`src/rtl/div3_pkg.sv`:
```
package div3_pkg;

   // Number of input periods in one output period (the divide ratio).
   localparam int unsigned PHASES = 3;

   // Width of the binary phase counter.
   localparam int unsigned CNT_W  = $clog2(PHASES);

   // Index of the phase that drives each output.
   localparam int unsigned PH_LEAD  = 0;
   localparam int unsigned PH_CLK   = 1;
   localparam int unsigned PH_TRAIL = 2;

   typedef logic [PHASES-1:0] phase_t;

   typedef enum logic [0:0] {
      RING_ONEHOT = 1'b0,
      RING_BINARY = 1'b1
   } ring_style_e;

endpackage

```
`src/rtl/div3_phase_ring.sv`:
```
module div3_phase_ring
   import div3_pkg::*;
#(
   parameter ring_style_e STYLE = RING_ONEHOT
) (
   input  logic   clk,
   input  logic   rst,
   output phase_t phase
);

   localparam phase_t PH_RESET = phase_t'(1);

   generate
      if (STYLE == RING_ONEHOT) begin : g_onehot
         phase_t ring_q;

         always_ff @(posedge clk) begin
            if (rst) ring_q <= PH_RESET;
            else     ring_q <= {ring_q[PHASES-2:0], ring_q[PHASES-1]};
         end

         assign phase = ring_q;
      end else begin : g_binary
         logic [CNT_W-1:0] cnt_q;
         logic [CNT_W-1:0] cnt_nx;
         phase_t           dec_q;

         always_comb begin
            if (cnt_q == CNT_W'(PHASES-1)) cnt_nx = '0;
            else                           cnt_nx = cnt_q + 1'b1;
         end

         // The decode is registered so each output bit comes straight from a flop.
         always_ff @(posedge clk) begin
            if (rst) begin
               cnt_q <= '0;
               dec_q <= PH_RESET;
            end else begin
               cnt_q <= cnt_nx;
               dec_q <= PH_RESET << cnt_nx;
            end
         end

         assign phase = dec_q;
      end
   endgenerate

endmodule

```
`src/rtl/div3_fall_capture.sv`:
```
module div3_fall_capture #(
   parameter int unsigned W = 3
) (
   input  logic         clk,
   input  logic         rst,
   input  logic [W-1:0] d,
   output logic [W-1:0] q
);

   // Captures on the falling edge, so q follows d half an input period later.
   always_ff @(negedge clk) begin
      if (rst) q <= '0;
      else     q <= d;
   end

endmodule

```
`src/rtl/div3_out_merge.sv`:
```
module div3_out_merge
   import div3_pkg::*;
(
   input  phase_t rise_ph,
   input  phase_t fall_ph,
   output logic   clk_div,
   output logic   lead_n,
   output logic   trail_n
);

   // Each output combines one rising-edge flop with one falling-edge flop.
   // Only one of the two changes at any input edge, so no output can glitch.
   assign clk_div = rise_ph[PH_CLK] | fall_ph[PH_CLK];
   assign lead_n  = ~(rise_ph[PH_LEAD] & fall_ph[PH_LEAD]);
   assign trail_n = ~rise_ph[PH_TRAIL] | fall_ph[PH_TRAIL];

endmodule

```
`src/rtl/div3_clk_strobe_gen.sv`:
```
module div3_clk_strobe_gen
   import div3_pkg::*;
#(
   parameter ring_style_e RING_STYLE = RING_ONEHOT
) (
   input  logic clk_in,
   input  logic rst,
   output logic clk_div3,
   output logic lead_strobe_n,
   output logic trail_strobe_n
);

   generate
      if (PHASES != 3) begin : g_bad_ratio
         $error("div3_clk_strobe_gen: output mapping assumes a phase count of three");
      end
      if (PH_LEAD >= PHASES || PH_CLK >= PHASES || PH_TRAIL >= PHASES) begin : g_bad_index
         $error("div3_clk_strobe_gen: a phase index is out of range");
      end
   endgenerate

   phase_t phase_rise;
   phase_t phase_fall;

   div3_phase_ring #(.STYLE(RING_STYLE)) u_ring (
      .clk   (clk_in),
      .rst   (rst),
      .phase (phase_rise)
   );

   div3_fall_capture #(.W(PHASES)) u_fall (
      .clk (clk_in),
      .rst (rst),
      .d   (phase_rise),
      .q   (phase_fall)
   );

   div3_out_merge u_merge (
      .rise_ph (phase_rise),
      .fall_ph (phase_fall),
      .clk_div (clk_div3),
      .lead_n  (lead_strobe_n),
      .trail_n (trail_strobe_n)
   );

endmodule

```
`config.mk`:
```
export PLATFORM = sky130hd
export DESIGN_NAME = div3_clk_strobe_gen
export DESIGN_NICKNAME = d
export VERILOG_FILES = /design/src/rtl/div3_pkg.sv /design/src/rtl/div3_phase_ring.sv /design/src/rtl/div3_fall_capture.sv /design/src/rtl/div3_out_merge.sv /design/src/rtl/div3_clk_strobe_gen.sv
export SDC_FILE = /design/constraint.sdc
export NUM_CORES = 1
export LEC_CHECK = 0
export BUFFER_PORTS_ARGS = -buffer_cell sky130_fd_sc_hd__buf_4
export CORE_AREA = 4 4 41 43
export DETAILED_ROUTE_END_ITERATION = 6
export DIE_AREA = 0 0 45 47
export SKIP_CTS_REPAIR_TIMING = 1
export SLEW_MARGIN = 10
export SYNTH_ARGS = -nofsm -noshare
export SYNTH_HDL_FRONTEND = slang
export SYNTH_SLANG_ARGS = --single-unit
```
`constraint.sdc`:
```
create_clock -name clk_in -period 2.5 [get_ports clk_in]
set_clock_uncertainty 0.2 [all_clocks]
set_input_delay 0.125 -clock clk_in [delete_from_list [all_inputs] [get_ports clk_in]]
set_output_delay 0.125 -clock clk_in [all_outputs]
set_load 0.01 [all_outputs]
```
==> impl_metrics.env <==
export IMPL_layout_common_cells="6 x dfxtp_1, 3 x nor2b_1, 3 x inv_1, 3 x clkbuf_4, 3 x buf_4"
export IMPL_maxCapViolCount=0
export IMPL_path_class="reg2out"
export IMPL_r2r_end="u_fall.q[1]"
export IMPL_fin_tns_setup_ns=0
export IMPL_io_pins=5
export IMPL_clk_latency_ns=0.25
export IMPL_path_cells="or2_1 -> buf_6"
export IMPL_start_util=0.127
export IMPL_power_leakage_nw=0.120
export IMPL_critPathLaunchType="register"
export IMPL_min_to="u_ring.phase[0]"
export IMPL_grt_start_max_net_pins=5
export IMPL_synth_seq_cells=6
export IMPL_cts_max_path_buffers=2
export IMPL_clk_pin_slew_ns=0.05
export IMPL_r2r_start="u_ring.phase[1]"
export IMPL_p_int_mw=0.178
export IMPL_grt_pass1_vias=120
export IMPL_seqPwrFrac=0.441
export IMPL_setup_viol=0
export IMPL_first_pass_iters=2
export IMPL_power_frac_clock=0.497
export IMPL_worstMarginPinSlew_ns=0.122
export IMPL_wl_um=273
export IMPL_route_detailed_drc=0
export IMPL_io_buffer_count=4
export IMPL_outcome="finished, final reports clean"
export IMPL_seq_area_frac_synth=0.727
export IMPL_slew_headroom=0.918
export IMPL_worst_path_max_fanout=1
export IMPL_reg2reg_slack_ns=0.55
export IMPL_r2r_cells=1
export IMPL_routabilityCongestion=0.623
export IMPL_grt_pass1_wl_um=407
export IMPL_diodes=0
export IMPL_fin_area_um2=262
export IMPL_root_buffer="clkbuf_4"
export IMPL_nets=28
export IMPL_min_from="u_ring.phase[2]"
export IMPL_dpl_cell_area_um2=214
export IMPL_dr_total_vias=116
export IMPL_hold_depth=1
export IMPL_core_area_um2=1300
export IMPL_switching_power_mw=0.0565
export IMPL_globalRouteOverflowTotal=0
export IMPL_ant_nets=0
export IMPL_cts_tree="yes"
export IMPL_wl_per_cell_um=6.83
export IMPL_crit_path_max_incr_delay_ns=0.28
export IMPL_yosysWarningCount=0
export IMPL_hp_class="reg2reg"
export IMPL_avgSynthCellArea_um2=11.8
export IMPL_end_kind="output port"
export IMPL_syn_to_final_growth_pct=58.3
export IMPL_rows=13
export IMPL_p_comb_frac=0.063
export IMPL_fillers=154
export IMPL_hold_viol=0
export IMPL_synth_net_count=16
export IMPL_fp_dieH_um=47
export IMPL_grtUsageTotal=0.0340
export IMPL_synth_distinct_cells=6
export IMPL_final_common_cell="dfxtp_1"
export IMPL_arrival_ns=2.17
export IMPL_drt_iter0_drc=1
export IMPL_viasPerCell=2.90
export IMPL_die_w_um=45
export IMPL_drive_above_1_share=0.280
export IMPL_drv_slew=0
export IMPL_dieArea_um2=2120
export IMPL_hold_ws_ns=0.256
export IMPL_pwr_density_cell_nw_per_um2=897
export IMPL_slowest_stage="dfxtp_1"
export IMPL_synthCells=14
export IMPL_irDropWorstVdd_uv=170
export IMPL_syn_cell_area_um2=165
export IMPL_numCtsBuffers=3
export IMPL_grt_antenna_before_repair=0
export IMPL_rsz0062_at_grt="yes"
export IMPL_required_ns=2.17
export IMPL_swShare=0.241
export IMPL_htreeDepth=1
export IMPL_cts_sinks=6
==> stage by stage <==
step	setup slack, ns	std cells	utilization	power [mW]
3_5_place_dp	0.318	33	0.164	0.128
3_3_place_gp	0.321	33	0.164	0.127
2_1_floorplan	0.421	14	-	0.120
6_report	0.00556	40	0.201	0.235
4_1_cts	-0.0172	39	0.190	0.236
5_1_grt	-0.0318	40	0.201	0.245
==> routing by layer <==
layer  global-route usage  part of all wire  vias up
met5                    0                 0        -
met4               0.0526             0.048        0
met3               0.0383              0.18        2
met2               0.0367              0.34        8
met1               0.0252              0.42       44
li1                     -                 -       62
==> power groups by stage <==
stage,Clock (mW),Sequential [mW],Combinational [mW]
final,0.116,0.103,0.0147
after global routing,0.125,0.104,0.0161
after CTS,0.120,0.103,0.0128
after detailed placement,0.00998,0.105,0.0127
after global placement,0.00998,0.105,0.0125
after floorplan,0.00998,0.104,0.00596
==> worst max-delay path by stage <==
stage	startpoint	depth (start not counted)	endpoint	slack (ns)
2_1_floorplan	u_fall.q[1]	1	clk_div3	0.42
3_3_place_gp	u_fall.q[1]	2	clk_div3	0.32
3_5_place_dp	u_fall.q[1]	2	clk_div3	0.32
4_1_cts	u_fall.q[1]	2	clk_div3	-0.02
5_1_grt	u_fall.q[1]	2	clk_div3	-0.03
6_report	u_fall.q[1]	2	clk_div3	0.006
==> layout make-up <==
cell class                 instances  area, um^2  share of cell area
multi-input combinational          7        41.3               0.158
tap                               15        18.8              0.0718
clock buffer                       4        26.3               0.100
timing repair buffer               5        43.8               0.167
sequential                         6         120               0.459
clock inverter                     3        11.3              0.0431
==> state kept, by name (all words and copies together), names as in the netlist <==
name,flops
u_fall.q,3
u_ring.phase,3
==> kinds of logic after synthesis <==
| logic type | Yosys count | synth area share |
|---|---|---|
| simple gates | 7 | 0.250 |
| flops | 6 | 0.727 |
| buf+inv | 1 | 0.0227 |
==> worst max-delay path: cells and delay by family (launching register included) <==
kind                   cells  cell delay (ns)
flip-flops                 1             0.28
AND/OR/NAND/NOR            1             0.21
buffers and inverters      1             0.12
==> cell usage after synthesis <==
| master | instances | area share |
|---|---|---|
| nand2b_1 | 1 | 0.038 |
| or2_1 | 2 | 0.076 |
| nand2_1 | 1 | 0.023 |
| dfxtp_1 | 6 | 0.73 |
| inv_1 | 1 | 0.023 |
| nor2b_1 | 3 | 0.11 |
No activity file was read; power rests on OpenSTA's default activity.
